--- src/rtl/clkdiv_pkg.sv ---
package clkdiv_pkg;
  localparam int EXP_W   = 2;
  localparam int NUM_DOM = 6;
  localparam int WORD_W  = 16;
  localparam int DOM_W   = 3;
  localparam int MAX_EXP = (1 << EXP_W) - 1;
  localparam int FLD_W   = NUM_DOM * EXP_W;
  localparam int KEEP_W  = WORD_W - FLD_W;

  typedef enum logic [DOM_W-1:0] {
    DOM_PROC = 3'd0,
    DOM_DSP  = 3'd1,
    DOM_MMU  = 3'd2,
    DOM_FAB  = 3'd3,
    DOM_DISP = 3'd4,
    DOM_PERI = 3'd5
  } dom_e;

  function automatic logic [EXP_W-1:0] fld_get(input logic [WORD_W-1:0] w, input dom_e d);
    return w[int'(d)*EXP_W +: EXP_W];
  endfunction

  function automatic logic [EXP_W-1:0] exp_max(input logic [EXP_W-1:0] a, input logic [EXP_W-1:0] b);
    return (a > b) ? a : b;
  endfunction
endpackage

--- src/rtl/clkdiv_legalizer.sv ---
module clkdiv_legalizer
  import clkdiv_pkg::*;
(
  input  logic [WORD_W-1:0] raw_word,
  output logic [WORD_W-1:0] legal_word
);
  logic [EXP_W-1:0] e_proc, e_dsp, e_mmu, e_fab, e_disp, e_peri;
  logic [EXP_W-1:0] mmu_lo, mmu_c, fab_c, disp_c, peri_c;
  logic [EXP_W:0]   dsp_up;

  always_comb begin
    e_proc = fld_get(raw_word, DOM_PROC);
    e_dsp  = fld_get(raw_word, DOM_DSP);
    e_mmu  = fld_get(raw_word, DOM_MMU);
    e_fab  = fld_get(raw_word, DOM_FAB);
    e_disp = fld_get(raw_word, DOM_DISP);
    e_peri = fld_get(raw_word, DOM_PERI);
  end

  // stage 1: memory-management band around the DSP exponent
  always_comb begin
    dsp_up = {1'b0, e_dsp} + 1'b1;
    mmu_lo = exp_max(e_mmu, e_dsp);
    if ({1'b0, mmu_lo} > dsp_up) mmu_c = dsp_up[EXP_W-1:0];
    else                         mmu_c = mmu_lo;
  end

  // stage 2: fabric no faster than processor or clamped memory-management
  always_comb fab_c = exp_max(exp_max(e_fab, e_proc), mmu_c);

  // stage 3: display and peripheral no faster than fabric
  always_comb begin
    disp_c = exp_max(e_disp, fab_c);
    peri_c = exp_max(e_peri, fab_c);
  end

  always_comb begin
    legal_word = raw_word;
    legal_word[int'(DOM_MMU)*EXP_W  +: EXP_W] = mmu_c;
    legal_word[int'(DOM_FAB)*EXP_W  +: EXP_W] = fab_c;
    legal_word[int'(DOM_DISP)*EXP_W +: EXP_W] = disp_c;
    legal_word[int'(DOM_PERI)*EXP_W +: EXP_W] = peri_c;
  end
endmodule

--- src/rtl/clkdiv_rate_solver.sv ---
module clkdiv_rate_solver
  import clkdiv_pkg::*;
#(
  parameter int RATE_W = 32
) (
  input  logic [RATE_W-1:0] parent_rate,
  input  logic [RATE_W-1:0] target_rate,
  output logic [EXP_W-1:0]  exp_o,
  output logic              fits_o,
  output logic [RATE_W-1:0] rate_o
);
  logic [MAX_EXP:0] fits;

  genvar g;
  generate
    for (g = 0; g <= MAX_EXP; g++) begin : g_cand
      assign fits[g] = (parent_rate >> g) <= target_rate;
    end
  endgenerate

  // smallest fitting exponent wins; scan from slow to fast
  always_comb begin
    exp_o  = EXP_W'(MAX_EXP);
    fits_o = 1'b0;
    for (int e = MAX_EXP; e >= 0; e--) begin
      if (fits[e]) begin
        exp_o  = EXP_W'(e);
        fits_o = 1'b1;
      end
    end
  end

  assign rate_o = parent_rate >> exp_o;
endmodule

--- src/rtl/clkdiv_domain_tick.sv ---
module clkdiv_domain_tick
  import clkdiv_pkg::*;
(
  input  logic               clk,
  input  logic               rst,
  input  logic               sync,
  input  logic [MAX_EXP-1:0] phase,
  input  logic [EXP_W-1:0]   exp_new,
  output logic               tick_o
);
  logic [EXP_W-1:0]   exp_q;
  logic [MAX_EXP-1:0] mask;

  always_comb begin
    for (int b = 0; b < MAX_EXP; b++) mask[b] = (b < int'(exp_q));
  end

  always_ff @(posedge clk) begin
    if (rst) begin
      exp_q  <= '0;
      tick_o <= 1'b0;
    end else begin
      tick_o <= (phase & mask) == mask;
      if (sync) exp_q <= exp_new;
    end
  end

  p_hold_until_sync_r9: assert property (@(posedge clk) disable iff (rst)
    !sync |=> $stable(exp_q));
  p_slowest_gap_r1: assert property (@(posedge clk) disable iff (rst)
    (tick_o && exp_q == EXP_W'(MAX_EXP) && $past(exp_q) == EXP_W'(MAX_EXP)) |=> !tick_o);
endmodule

--- src/rtl/clkdiv_bank.sv ---
module clkdiv_bank
  import clkdiv_pkg::*;
#(
  parameter int RATE_W = 32
) (
  input  logic                clk,
  input  logic                rst,
  input  logic                cfg_wr,
  input  logic [WORD_W-1:0]   cfg_wdata,
  output logic [WORD_W-1:0]   cfg_rdata,
  input  logic [RATE_W-1:0]   parent_rate,
  input  logic                req_valid,
  input  logic                req_set,
  input  logic [DOM_W-1:0]    req_dom,
  input  logic [RATE_W-1:0]   req_rate,
  output logic                rsp_valid,
  output logic                rsp_ok,
  output logic [EXP_W-1:0]    rsp_exp,
  output logic [RATE_W-1:0]   rsp_rate,
  output logic [NUM_DOM-1:0]  clk_en
);
  logic [WORD_W-1:0]  ctl_word, req_word, leg_in, leg_out;
  logic [EXP_W-1:0]   sol_exp;
  logic               sol_fits, dom_ok, set_go;
  logic [RATE_W-1:0]  sol_rate;
  logic [MAX_EXP-1:0] phase;
  logic               sync;

  clkdiv_rate_solver #(.RATE_W(RATE_W)) u_solver (
    .parent_rate (parent_rate),
    .target_rate (req_rate),
    .exp_o       (sol_exp),
    .fits_o      (sol_fits),
    .rate_o      (sol_rate)
  );

  assign dom_ok = int'(req_dom) < NUM_DOM;
  assign set_go = req_valid && req_set && sol_fits && dom_ok && !cfg_wr;

  always_comb begin
    req_word = ctl_word;
    for (int d = 0; d < NUM_DOM; d++) begin
      if (req_dom == DOM_W'(d)) req_word[d*EXP_W +: EXP_W] = sol_exp;
    end
    leg_in = cfg_wr ? cfg_wdata : req_word;
  end

  clkdiv_legalizer u_legal (
    .raw_word   (leg_in),
    .legal_word (leg_out)
  );

  always_ff @(posedge clk) begin
    if (rst)                  ctl_word <= '0;
    else if (cfg_wr || set_go) ctl_word <= leg_out;
  end
  assign cfg_rdata = ctl_word;

  always_ff @(posedge clk) begin
    if (rst) begin
      rsp_valid <= 1'b0;
      rsp_ok    <= 1'b0;
      rsp_exp   <= '0;
      rsp_rate  <= '0;
    end else begin
      rsp_valid <= req_valid;
      rsp_exp   <= sol_exp;
      rsp_ok    <= req_set ? set_go : sol_fits;
      rsp_rate  <= (req_set && !set_go) ? '0 : sol_rate;
    end
  end

  // common reload boundary every 2^MAX_EXP cycles
  always_ff @(posedge clk) begin
    if (rst) phase <= '0;
    else     phase <= phase + 1'b1;
  end
  assign sync = &phase;

  genvar g;
  generate
    for (g = 0; g < NUM_DOM; g++) begin : g_dom
      clkdiv_domain_tick u_tick (
        .clk     (clk),
        .rst     (rst),
        .sync    (sync),
        .phase   (phase),
        .exp_new (ctl_word[g*EXP_W +: EXP_W]),
        .tick_o  (clk_en[g])
      );
    end
  endgenerate

  p_mmu_band_r2: assert property (@(posedge clk) disable iff (rst)
    (fld_get(ctl_word, DOM_MMU) >= fld_get(ctl_word, DOM_DSP)) &&
    ({1'b0, fld_get(ctl_word, DOM_MMU)} <= {1'b0, fld_get(ctl_word, DOM_DSP)} + 1'b1));
  p_fabric_floor_r3: assert property (@(posedge clk) disable iff (rst)
    (fld_get(ctl_word, DOM_FAB) >= fld_get(ctl_word, DOM_PROC)) &&
    (fld_get(ctl_word, DOM_FAB) >= fld_get(ctl_word, DOM_MMU)));
  p_slow_side_r4: assert property (@(posedge clk) disable iff (rst)
    (fld_get(ctl_word, DOM_DISP) >= fld_get(ctl_word, DOM_FAB)) &&
    (fld_get(ctl_word, DOM_PERI) >= fld_get(ctl_word, DOM_FAB)));
  p_keep_bits_r5: assert property (@(posedge clk) disable iff (rst)
    cfg_wr |=> ctl_word[WORD_W-1 -: KEEP_W] == $past(cfg_wdata[WORD_W-1 -: KEEP_W]));
  p_met_rate_r6: assert property (@(posedge clk) disable iff (rst)
    (rsp_valid && rsp_ok) |-> rsp_rate <= $past(req_rate));
  p_reject_keeps_r7: assert property (@(posedge clk) disable iff (rst)
    (rsp_valid && !rsp_ok && $past(req_set && !cfg_wr)) |-> $stable(ctl_word));
endmodule

--- config.mk ---
export PLATFORM = sky130hd
export DESIGN_NAME = clkdiv_bank
export DESIGN_NICKNAME = d
export VERILOG_FILES = /design/src/rtl/clkdiv_pkg.sv /design/src/rtl/clkdiv_legalizer.sv /design/src/rtl/clkdiv_rate_solver.sv /design/src/rtl/clkdiv_domain_tick.sv /design/src/rtl/clkdiv_bank.sv
export SDC_FILE = /design/constraint.sdc
export NUM_CORES = 1
export LEC_CHECK = 0
export BUFFER_PORTS_ARGS = -buffer_cell sky130_fd_sc_hd__buf_2
export CORE_MARGIN = 2
export CORE_UTILIZATION = 61
export DETAILED_ROUTE_END_ITERATION = 7
export PLACE_DENSITY = 0.95
export SYNTH_ARGS = -nofsm -noshare
export SYNTH_HDL_FRONTEND = slang
export SYNTH_SLANG_ARGS = --single-unit
export TNS_END_PERCENT = 1
--- constraint.sdc ---
create_clock -name clk -period 13.3 [get_ports clk]
set_input_delay 0.665 -clock clk [delete_from_list [all_inputs] [get_ports clk]]
set_output_delay 0.665 -clock clk [all_outputs]
set_load 0.005 [all_outputs]
# Word level (Yosys, flattened, before mapping)

Index checks and enable logic that the tools add are counted.

Word-level logic and storage cells: 101
Input port bits: 88
Bits in registers: 73

Add/subtract/negate cells: 2
Reduce and logical (&&, ||, !) cells: 12
Shifts and indexed selects: 1
Mux-type cells: 21
Magnitude comparators: 29
Bitwise gates (word level): 6
Equality and inequality tests: 11

Operators with widths:

| kind                  | count |
|---|---|
| $le A29 B32 Y1        | 1 |
| $le A30 B32 Y1        | 1 |
| $le A31 B32 Y1        | 1 |
| $le A32 B32 Y1        | 1 |
| $shr A32 B2 Y32       | 1 |
| $mux W2               | 14 |
| $lt A1 B2 Y1 const A  | 12 |
| $and A3 B3 Y3         | 6 |
| $eq A3 B3 Y1          | 6 |
| $lt A2 B2 Y1 const A  | 6 |
| $mux W12              | 1 |
| $gt A2 B2 Y1          | 5 |
| $eq A3 B2 Y1 const B  | 2 |
| $eq A3 B3 Y1 const B  | 2 |
| $mux W1               | 6 |
| $logic_and A1 B1 Y1   | 5 |
| $add A2 B1 Y3 const B | 1 |
| $add A3 B1 Y3 const B | 1 |
| $eq A3 B1 Y1 const B  | 1 |
| $gt A2 B3 Y1          | 1 |
| $logic_not A3 Y1      | 1 |
| $lt A3 B3 Y1 const B  | 1 |
| $reduce_and A3 Y1     | 1 |
| $logic_not A1 Y1      | 2 |
| 3 further kinds       | 3 |

# Depth between registers and ports, before layout

Gate-level depths: netlist (run 1).

Word-level depth: 14
Depth in mapped cells: 31

# By module

Synthesis (run 1) repeated with hierarchy kept, for this count alone.

Cells, all modules: 926
Area total of the unflattened synthesis: 7728.7 µm²

By module, submodules not included:

| module             | cells an instance | times used | area an instance (µm²) |
|---|---|---|---|
| clkdiv_rate_solver | 494               | 1          | 3783.6 |
| clkdiv_bank        | 290               | 1          | 2727.6 |
| clkdiv_domain_tick | 11                | 6          | 108.9 |
| clkdiv_legalizer   | 76                | 1          | 564.3 |

# Least setup slack after synthesis (run 1)

OpenSTA, ideal clock, no wires.

Path kind: input -> register
Start: in req_rate[15]
End: reg ctl_word[8] (netlist: cfg_rdata[8])
Arrival: 5800 ps
Setup time: 119 ps
Path slack: 7381 ps
Buffers on the path: 2
Stages on the path: 30
Path through: inv_1 > ha_1 > nand4_1 > nor4_1 > nor2b_1 > o31a_1 > a21oi_2 > nor2b_1 > clkbuf_1 > buf_2 > mux2i_1 > o21ai_0 > ha_1 > inv_1 > ha_1 > inv_1 > a2111o_1 > and2_4 > o21ai_0 > ha_1 > nor2_1 > nor2_1 > a21oi_1 > o211ai_1 > o21a_1 > ha_1 > inv_1 > o22ai_1 > o21ai_0 > o221a_1

RTL lines:

| element              | line                     | RTL |
|---|---|---|
| from (decl)          | clkdiv_bank.sv:15        | `input logic [RATE_W-1:0] req_rate,` |
| $le A31 B32 Y1       | clkdiv_rate_solver.sv:17 | `assign fits[g] = (parent_rate >> g) <= target_rate;` |
| $mux W2              | clkdiv_rate_solver.sv:26 | `if (fits[e]) begin` |
| $mux W2 *            | clkdiv_rate_solver.sv:26 |  |
| $mux W2 *            | clkdiv_bank.sv:43        | `if (req_dom == DOM_W'(d)) req_word[d*EXP_W +: EXP_W] = sol_exp;` |
| $mux W12 *           | clkdiv_bank.sv:45        | `leg_in = cfg_wr ? cfg_wdata : req_word;` |
| net leg_in[3]        | clkdiv_bank.sv:22        | `logic [WORD_W-1:0] ctl_word, req_word, leg_in, leg_out;` |
| $gt A2 B2 Y1         | clkdiv_pkg.sv:24         | `return (a > b) ? a : b;` |
| $mux W2              | clkdiv_pkg.sv:24         |  |
| $gt A2 B3 Y1         | clkdiv_legalizer.sv:24   | `if ({1'b0, mmu_lo} > dsp_up) mmu_c = dsp_up[EXP_W-1:0];` |
| $mux W2 *            | clkdiv_legalizer.sv:24   |  |
| $gt A2 B2 Y1         | clkdiv_pkg.sv:24         |  |
| $mux W2 *            | clkdiv_pkg.sv:24         |  |
| net leg_out[6]       | clkdiv_bank.sv:22        |  |
| $gt A2 B2 Y1         | clkdiv_pkg.sv:24         |  |
| $mux W2 *            | clkdiv_pkg.sv:24         |  |
| to (signal assigned) | clkdiv_bank.sv:55        | `else if (cfg_wr \|\| set_go) ctl_word <= leg_out;` |
| to (decl)            | clkdiv_bank.sv:22        |  |

Mark *: on every way through the listed nets, which the timed path passes. The rest lies on a longest branch.
A chain may end at the register's enable or synchronous reset.

# Final worst setup path (run 1)

Start: in req_rate[15]
End: reg ctl_word[10] (netlist: cfg_rdata[10])

Word-level cells in the longest chain between the ends: 14

RTL lines:

| element        | line |
|---|---|
| $le A30 B32 Y1 | clkdiv_rate_solver.sv:17 |
| $mux W1        | clkdiv_rate_solver.sv:26 |
| $mux W2        | clkdiv_rate_solver.sv:26 |
| $mux W2 *      | clkdiv_rate_solver.sv:26 |
| $mux W2        | clkdiv_bank.sv:43 |
| $mux W12 *     | clkdiv_bank.sv:45 |
| $gt A2 B2 Y1   | clkdiv_pkg.sv:24 |
| $mux W2        | clkdiv_pkg.sv:24 |
| $gt A2 B3 Y1   | clkdiv_legalizer.sv:24 |
| $mux W2        | clkdiv_legalizer.sv:24 |
| $gt A2 B2 Y1   | clkdiv_pkg.sv:24 |
| $mux W2 *      | clkdiv_pkg.sv:24 |
| net leg_out[6] | clkdiv_bank.sv:22 |
| $gt A2 B2 Y1   | clkdiv_pkg.sv:24 |
| $mux W2 *      | clkdiv_pkg.sv:24 |

Marks and branches as above.

==> run_results.csv, run 1 <==
group,metric,value,unit
timing,fin_tns_setup,0,ns
clock_network,clk_pin_slew,0.09,ns
logic_synthesis,ys_warn_count,0,
job,drv_cap,0,
timing,finalSetupViolCount,0,
global_routing,grt_pass1_wl,28.75,mm
logic_synthesis,synth_area,6730,sq um
clock_network,htreeDepth,3,
placement,post-place-cells,1017,
power,power.density,89.89,nW/um^2
clock_network,clkSinkCount,73,
detailed_routing,drcViolationCount,0,
die,num_rows,38,
logic_synthesis,synth_area_leader_cell,"ha_1",
cells_and_area,fin_nets,1116,
timing,rsz0062_at_grt,"no",
logic_synthesis,yosysUniqueCellTypes,66,
cells_and_area,area_delta_synth_final,14.74,%
timing,slew-limit-headroom,0.08891,
global_routing,grt_start_max_net_pins,39,
logic_synthesis,syn_avg_cell_area,8.891,sq um
placement,post-place-ws,6.651,ns
global_routing,grt.total_usage,0.3049,
global_routing,grt_pass1_vias,6186,
global_routing,overflow,0,
detailed_routing,viasPerCell,6.082,
timing,period_needed,6.388,ns
timing,fin_skew,0.01190,ns
worst_setup_path,crit_path_top_delay_cell,"a21oi_2",
detailed_routing,drt_iter0_markers,416,
worst_setup_path,path_class,"input port to flop",
clock_network,clockRootBuffer,"clkbuf_8",
cells_and_area,utilization,0.7155,
cells_and_area,drive_above_1_share,0.2128,
timing,worst_pin_slew,1.367,ns
logic_synthesis,synthesis.nets,985,
placement,dp_hpwl,13.57,mm
clock_network,cts-buffers-inserted,9,
cells_and_area,num-fill-cells,802,
clock_network,holdBufCountCts,0,
timing,slew_viol_final,0,
worst_setup_path,required,13.57,ns
power,leakagePower,0.003798,uW
die,die_h,109.0,um
die,die_w,109.0,um
worst_setup_path,cp_data_arrival_time,6.66,ns
timing,fin_ws,6.912,ns
logic_synthesis,synth-seq-area-share,0.2171,
die,io-pin-count,146,
detailed_routing,ant_nets,0,
clock_network,clock_latency,0.37,ns
die,dieArea,11890,sq um
worst_hold_path,hold_path.class,"flop to flop",
timing,finalCritPeriodShare,0.4803,
logic_synthesis,yosys.area.top_type_share,0.2603,
logic_synthesis,synthArstFlopShare,0,
die,start_util,0.6236,
timing,hold_violations,0,
clock_network,cts_tree,"yes",
worst_setup_path,startpoint_type,"input port",
cells_and_area,regArea,1461,sq um
placement,portBuffers,145,
detailed_routing,routedWlPerCell,16.94,um
timing,max_freq,0.1565,GHz
cells_and_area,design_area,7722,sq um
logic_synthesis,synth_most_common_cell,"ha_1",
logic_synthesis,netlist_instances,757,
clock_network,post_cts_resized,0,
worst_setup_path,crit_path_max_incr_delay,0.43,ns
detailed_routing,wl,17.50,mm
detailed_routing,dr.pass1.iters,5,
cells_and_area,fin_cells,1033,
logic_synthesis,synthFlopType,"dfxtp_1",
cells_and_area,antennaDiodeCount,0,
worst_setup_path,end_kind,"flop",
logic_synthesis,ys_top_cells_by_area,"ha_1 26%, dfxtp_1 22%, mux2i_1 13%",
cells_and_area,multi_input_area,4906,sq um
detailed_routing,vias,6283,
placement,gp_congestion,0.8824,
placement,placedInstanceArea,7512,sq um
clock_network,cts_setup_buffers,0,
logic_synthesis,synth_edf_count,0,
clock_network,clockBufferDepth,2,
die,core_area,10790,sq um
outcome,outcome,"complete, no violations",
logic_synthesis,ys_top_cells_by_count,"140 x ha_1, 85 x mux2i_1, 73 x dfxtp_1",
worst_setup_path,path_max_fanout,9,
global_routing,antenna_found_initial,0,
logic_synthesis,synth-seq-cells,73,
power,peakVddDrop,0.04907,mV
## registers in the layout, summed over array words and instances (netlist names)
name and cells:
cfg_rdata 16, g_dom.u_tick.exp_q 12, g_dom.u_tick.tick_o 6, phase 3
rsp_exp 2, rsp_ok 1, rsp_rate 32, rsp_valid 1
## per-stage QoR
| step | hold slack, ns | total power (uW) |
|---|---|---|
| global route | 0.4993 | 738.7 |
| detailed placement | 0.4526 | 502.6 |
| floorplan | 0.4280 | 421.7 |
| CTS | 0.4605 | 693.5 |
| finish | 0.4777 | 694.2 |
| global placement | 0.4493 | 492.3 |
## final cells by class
class                   instances  area share
repair buffers                147     0.09592
multi-input cells             596      0.6353
clock buffers                  10     0.01782
inverters                      61     0.02965
clock inverters                 6    0.009397
well taps                     140     0.02268
flip-flops and latches         73      0.1892
## logic make-up after synthesis
kind of cell	Yosys count	share of synthesized area
AND/OR/NAND/NOR	203	0.1671
buffers and inverters	88	0.05614
adder cells (fa/ha/maj)	140	0.2603
flip-flops	73	0.2171
AO/OA/AOI/OAI	165	0.1679
multiplexers	88	0.1314
## power breakdown
| part | internal (uW) | switching, uW |
|---|---|---|
| sequential | 235 | 11.5 |
| clock | 94.1 | 97.3 |
| combinational | 113 | 143 |
| total | 442 | 252 |
## metal layers
metal,global-route usage,part of all wire,routed length (um),up-vias
met4,0.1255,0.027,468,0
met5,0,0,0,-
met2,0.5222,0.49,8505,235
li1,-,-,-,3048
met3,0.05081,0.058,1016,41
met1,0.3776,0.43,7508,2959
## critical path: cells and delay by family
family | cells | cell delay (ns)
AND/OR/NAND/NOR | 6 | 1.05
buffers and inverters | 6 | 0.44
AO/OA/AOI/OAI | 12 | 2.92
adder cells (fa/ha/maj) | 5 | 1.57
## worst paths after layout
check | depth (start not counted) | from | slack (ns) | to
worst min-delay path | 1 | g_dom[1].u_tick.exp_q[0] | 0.48 | g_dom[1].u_tick.tick_o
worst max register to register | 21 | cfg_rdata[2] | 8.62 | cfg_rdata[10]
worst max-delay path | 29 | req_rate[15] | 6.91 | cfg_rdata[10]
worst min register to register | 1 | g_dom[1].u_tick.exp_q[0] | 0.48 | g_dom[1].u_tick.tick_o
## cell usage in the layout (no fill, tap or decap), types with 3 or more instances in the layout
cell / n
o21ai_0: 36
a21oi_1: 46
nor2_1: 45
o211ai_1: 6
nand2_1: 36
nand2b_1: 6
nor4_1: 3
mux2_2: 3
inv_1: 61
o21a_1: 13
inv_6: 3
a221oi_1: 8
mux2i_1: 85
buf_2: 145
a21o_1: 11
and3_1: 4
and2_1: 33
clkbuf_8: 10
a211oi_1: 9
nand3b_1: 4
dfxtp_1: 73
nand4_1: 23
nor2b_1: 12
a21oi_2: 3
o22ai_1: 3
nor3_1: 6
ha_1: 140
nand3_1: 13
Note: power is estimated with default switching activity, not from simulation.
==> run 2: changes to the inputs <==
ABC_AREA = 1   (was not set)
CORE_UTILIZATION = 51   (was 61)
PLACE_DENSITY = 0.88   (was 0.95)
clock period = 5.6 ns   (was 13.3 ns; I/O delays follow)
==> run_results.csv, run 2 <==
group,metric,value,unit
global_routing,antenna_found_initial,2,
cells_and_area,drive_above_1_share,0.1786,
worst_setup_path,worstReg2RegStart,"cfg_rdata[3]",
clock_network,cts_setup_buffers,0,
logic_synthesis,yosysUniqueCellTypes,38,
clock_network,clockRootBuffer,"clkbuf_16",
clock_network,htreeDepth,3,
global_routing,grt_start_max_net_pins,37,
global_routing,overflow,0,
worst_setup_path,crit_path_max_incr_delay,0.33,ns
worst_setup_path,startpoint_type,"input port",
detailed_routing,ant_nets,0,
cells_and_area,layout_commonest_cell,"buf_2",
worst_setup_path,startpoint,"req_rate[15]",
logic_synthesis,yosys.area.top_type_share,0.2666,
timing,rsz0062_at_grt,"no",
placement,dp_hpwl,14.09,mm
logic_synthesis,synthArstFlopShare,0,
clock_network,clk_pin_slew,0.06,ns
detailed_routing,vias,6733,
worst_hold_path,holdPathStages,3,
worst_setup_path,path_max_fanout,8,
logic_synthesis,syn_avg_cell_area,7.284,sq um
worst_setup_path,worstReg2RegEnd,"cfg_rdata[10]",
worst_setup_path,cp_data_arrival_time,5.06,ns
cells_and_area,regMostFlops,"rsp_rate",
power,peakVddDrop,0.1735,mV
cells_and_area,final_cell_mix,"145 x buf_2, 144 x nand2_1, 140 x ha_1, 129 x nor2_1, 95 x inv_1",
worst_setup_path,path_class,"input port to flop",
logic_synthesis,synthesis.nets,1130,
logic_synthesis,ys_top_cells_by_area,"ha_1 27%, dfxtp_1 22%, nand2_1 8.2%",
logic_synthesis,synth-seq-area-share,0.2224,
logic_synthesis,synth_area,6570,sq um
logic_synthesis,ys_warn_count,0,
clock_network,clkSinkCount,73,
timing,finalCritPeriodShare,0.8630,
placement,gp_congestion,0.9295,
worst_setup_path,end_kind,"flop",
die,die_w,117.5,um
cells_and_area,design_area,7692,sq um
global_routing,grt_pass1_wl,30.72,mm
logic_synthesis,synth-seq-cells,73,
worst_hold_path,holdPathEnd,"rsp_valid",
die,die_h,117.5,um
cells_and_area,largest_register_ffs,32,
global_routing,grt.total_usage,0.2696,
timing,slew_viol_final,0,
detailed_routing,wl,18.18,mm
worst_hold_path,hold_start,"req_valid",
die,dieArea,13810,sq um
clock_network,clock_latency,0.35,ns
logic_synthesis,synth_area_leader_cell,"ha_1",
timing,fin_tns_setup,0,ns
placement,post-place-cells,1193,
worst_setup_path,crit_buf_inv,9,
timing,hold_violations,0,
logic_synthesis,synthFlopType,"dfxtp_1",
detailed_routing,routedWlPerCell,15.03,um
job,drv_cap,0,
outcome,outcome,"complete, no violations",
power,leakagePower,0.004175,uW
timing,slew-limit-headroom,0.4790,
worst_setup_path,worst-r2r-cell-count,26,
logic_synthesis,synth_edf_count,0,
timing,fin_skew,0.005831,ns
placement,placedInstanceArea,7380,sq um
clock_network,clockBufferDepth,2,
die,io-pin-count,146,
worst_setup_path,crit_family,"simple AND/OR/NAND/NOR gates",
worst_setup_path,required,5.82,ns
logic_synthesis,ys_top_cells_by_count,"144 x nand2_1, 140 x ha_1, 129 x nor2_1",
detailed_routing,dr.pass1.iters,6,
timing,period_needed,4.833,ns
die,start_util,0.5206,
logic_synthesis,synth_most_common_cell,"nand2_1",
die,num_rows,41,
global_routing,grt_pass1_vias,6656,
timing,finalSetupViolCount,0,
cells_and_area,fin_nets,1260,
placement,portBuffers,145,
cells_and_area,num-fill-cells,1152,
worst_setup_path,crit_path_top_delay_cell,"ha_1",
worst_setup_path,reg2reg_slack,1.72,ns
clock_network,post_cts_resized,0,
logic_synthesis,netlist_instances,902,
cells_and_area,fin_cells,1209,
timing,worst_pin_slew,0.7806,ns
clock_network,cts_tree,"yes",
timing,holdWs,0.1595,ns
detailed_routing,drcViolationCount,0,
power,power.density,237.8,nW/um^2
cells_and_area,area_delta_synth_final,17.08,%
detailed_routing,viasPerCell,5.569,
die,core_area,12620,sq um
worst_hold_path,hold_path.class,"input port to flop",
power,p_total,1829,uW
worst_setup_path,crit_top_cell,"inv_1",
timing,max_freq,0.2069,GHz
clock_network,cts-buffers-inserted,9,
clock_network,holdBufCountCts,0,
detailed_routing,drt_iter0_markers,407,
-- run 2: cell count changes in the layout (fill, tap and decap cells not counted), moves of 15 or more --
| cell | delta |
|---|---|
| o21a_1 | +26 |
| nor2_1 | +84 |
| o21ai_0 | +21 |
| and2_1 | -33 |
| inv_1 | +34 |
| nand2_1 | +108 |
| a21oi_1 | +33 |
| nand4_1 | -15 |
| mux2i_1 | -59 |
-- run 2: area by class of cell --
cell class                      instances  area (sq um)  share of cell area
Clock buffer                           10         229.0             0.02977
Inverter                              100         376.6             0.04896
Tap cell                              172         215.2             0.02798
Timing Repair Buffer                  147         740.7             0.09629
Antenna cell                            1         2.502           0.0003253
Sequential cell                        73          1461              0.1900
Clock inverter                          5         81.33             0.01057
Multi-Input combinational cell        701          4586              0.5961
-- run 2: logic make-up after synthesis --
group,synth area share
and+or+nand+nor,0.2045
muxes,0.03961
DFF,0.2224
AOI/OAI and AO/OA,0.1872
adders and majority gates,0.2666
buffers and inverters,0.07960
-- run 2: where the power goes --
part	switching [uW]	internal [uW]	leakage [uW]
logic	374	252	0.00342
registers	27.5	560	0.000602
clock network	228	387	0.000149
-- run 2: worst max-delay path by stage --
stage                          endpoint  slack, ns  cells after the start
after floorplan           cfg_rdata[10]       1.26                     35
after global placement    cfg_rdata[10]       0.78                     35
after detailed placement  cfg_rdata[10]       0.59                     37
after CTS                 cfg_rdata[10]       0.86                     37
after global routing      cfg_rdata[10]       0.33                     35
final                     cfg_rdata[10]       0.77                     37
-- run 2: worst reg2reg max path, stage by stage, from the launching register on --
cell,delay [ns]
dfxtp_1,0.35
o21a_1,0.19
a22oi_1,0.30
inv_1,0.09
ha_1,0.33
inv_1,0.05
ha_1,0.26
inv_1,0.05
nor2_1,0.08
nand2_1,0.06
nand2_1,0.09
nand2_2,0.09
nand2_1,0.08
o21ai_2,0.07
ha_1,0.31
inv_1,0.06
nand2_1,0.04
o21a_1,0.11
inv_1,0.08
or2_1,0.12
nand2_1,0.08
ha_1,0.28
inv_1,0.04
o22ai_1,0.22
nor2_1,0.08
nor2_1,0.17
a21oi_1,0.09
-- run 2: per-stage QoR --
stage               utilization  worst slack, ns
finish                   0.6096           0.7670
global route             0.6096           0.3275
CTS                      0.6094           0.8642
detailed placement       0.5848           0.5860
global placement         0.5848           0.7754
floorplan                     -            1.259
-- run 2: per-layer routing --
metal	global-route usage	wire length, um	share of wire
met4	0.1054	520	0.029
met2	0.4861	8909	0.49
met3	0.06977	1308	0.072
met1	0.3030	7438	0.41
met5	0	0	0
==> run 3: changes to the inputs <==
CORE_UTILIZATION = 52   (was 51)
CTS_BUF_LIST = sky130_fd_sc_hd__clkbuf_2   (was not set)
PLACE_DENSITY = 0.89   (was 0.88)
==> run_results.csv, run 3 (synthesized netlist as in run 2, its figures left out) <==
group,metric,value,unit
outcome,outcome,"complete, no violations",
placement,portBuffers,145,
power,power.density,206.0,nW/um^2
global_routing,met1_usage,0.3144,
cells_and_area,largest_register_ffs,32,
timing,finalSetupViolCount,0,
worst_setup_path,worst-r2r-cell-count,25,
clock_network,htreeDepth,3,
timing,period_needed,4.950,ns
global_routing,overflow,0,
worst_setup_path,path_class,"input port to flop",
global_routing,grt_pass1_wl,29.61,mm
detailed_routing,routedWlPerCell,14.76,um
cells_and_area,drive_above_1_share,0.1792,
worst_setup_path,required,6.13,ns
timing,fin_skew,0.02683,ns
cells_and_area,fin_cells,1222,
global_routing,busiest_layer,"met2",
power,p_total,1573,uW
timing,slew_viol_final,0,
worst_setup_path,reg2reg_slack,1.76,ns
worst_setup_path,worstReg2RegStart,"cfg_rdata[3]",
cells_and_area,multi_input_area,4586,sq um
placement,post-place-cells,1194,
cells_and_area,fin_nets,1272,
cells_and_area,layout_commonest_cell,"buf_2",
timing,max_freq,0.2020,GHz
worst_hold_path,hold_start,"cfg_wdata[0]",
cells_and_area,num-fill-cells,1153,
global_routing,grt.total_usage,0.2767,
cells_and_area,regMostFlops,"rsp_rate",
worst_hold_path,hold_path.class,"input port to flop",
job,drv_cap,0,
clock_network,clockBufferDepth,2,
die,die_h,116.4,um
die,dieArea,13550,sq um
worst_setup_path,worstReg2RegEnd,"cfg_rdata[10]",
cells_and_area,area_delta_synth_final,16.21,%
detailed_routing,drt_iter0_markers,540,
global_routing,grt_start_max_net_pins,37,
worst_setup_path,path_max_fanout,10,
worst_setup_path,end_kind,"flop",
power,peakVddDrop,0.1686,mV
worst_setup_path,startpoint_type,"input port",
detailed_routing,dr.pass1.iters,7,
clock_network,clockRootBuffer,"clkbuf_2",
clock_network,clkSinkCount,73,
die,io-pin-count,146,
timing,fin_tns_setup,0,ns
power,leakagePower,0.004156,uW
detailed_routing,ant_nets,0,
timing,holdWs,0.05760,ns
cells_and_area,regArea,1461,sq um
cells_and_area,final_cell_mix,"145 x buf_2, 144 x nand2_1, 140 x ha_1, 129 x nor2_1, 95 x inv_1",
die,die_w,116.4,um
worst_hold_path,holdPathEnd,"cfg_rdata[0]",
timing,slew-limit-headroom,0.4847,
timing,worst_pin_slew,0.7721,ns
worst_setup_path,cp_data_arrival_time,5.48,ns
die,core_area,12470,sq um
timing,rsz0062_at_grt,"no",
detailed_routing,wl,18.03,mm
worst_setup_path,crit_path_top_delay_cell,"dlygate4sd3_1",
global_routing,use_met3,0.07369,
worst_setup_path,crit_path_max_incr_delay,0.55,ns
clock_network,clock_latency,0.61,ns
detailed_routing,drcViolationCount,0,
placement,gp_congestion,0.9025,
global_routing,antenna_found_initial,0,
die,num_rows,41,
detailed_routing,viasPerCell,5.502,
detailed_routing,vias,6723,
placement,dp_hpwl,14.01,mm
cells_and_area,design_area,7635,sq um
global_routing,met2_usage,0.4798,
timing,finalCritPeriodShare,0.8838,
clock_network,cts_tree,"yes",
placement,placedInstanceArea,7387,sq um
global_routing,grt_pass1_vias,6485,
clock_network,post_cts_resized,0,
clock_network,cts-buffers-inserted,9,
die,start_util,0.5271,
worst_hold_path,holdPathStages,5,
timing,hold_violations,0,
clock_network,clk_pin_slew,0.22,ns
## run 3: how the worst max path moves through the flow
stage               slack (ns)  depth (start not counted)       endpoint             from
finish                    0.65                         34  cfg_rdata[10]  parent_rate[31]
global route              0.32                         34   cfg_rdata[8]  parent_rate[31]
CTS                       0.75                         34  cfg_rdata[10]  parent_rate[31]
detailed placement        0.55                         36   cfg_rdata[8]     req_rate[15]
global placement          0.74                         34  cfg_rdata[10]     req_rate[23]
floorplan                 1.26                         35  cfg_rdata[10]     req_rate[15]
## run 3: where the power goes
group | leakage (uW) | internal (uW) | switching (uW) | total (uW)
Combinational | 0.00348 | 257 | 369 | 626
Sequential | 0.000602 | 560 | 27.0 | 587
Clock | 0.0000782 | 150 | 209 | 359
Total | 0.00416 | 968 | 605 | 1570
## run 3: layout make-up
cell class              count  area share
repair buffers            159      0.1124
clock buffers              11    0.007211
multi-input cells         701      0.6006
diodes                      1   0.0003278
clock inverters             5     0.01049
inverters                 100     0.04933
flip-flops and latches     73      0.1914
well taps                 172     0.02819
## run 3: timing repair
item | 4_1_cts | 5_1_grt
hold endpoints to repair | 20 | 0
hold buffers | 11 | 0
setup buffers | 0 | 0
## run 3: worst max-delay path: cells and delay by family
kind,cells,cell delay (ns)
buffers and inverters,7,1.01
and+or+nand+nor,16,1.92
adders and majority gates,5,1.45
AOI/OAI and AO/OA,6,0.82
## run 3: through the flow
step,util,worst slack (ns)
after floorplan,-,1.259
after global placement,0.5926,0.7418
after detailed placement,0.5926,0.5456
after CTS,0.6123,0.7549
after global routing,0.6123,0.3231
final,0.6125,0.6504
## run 3: metal layers
layer / up-vias / wire length [um]
met2: 270 / 8685
met1: 3051 / 7250
li1: 3344 / -
met3: 58 / 1437
met4: 0 / 660
met5: - / 0
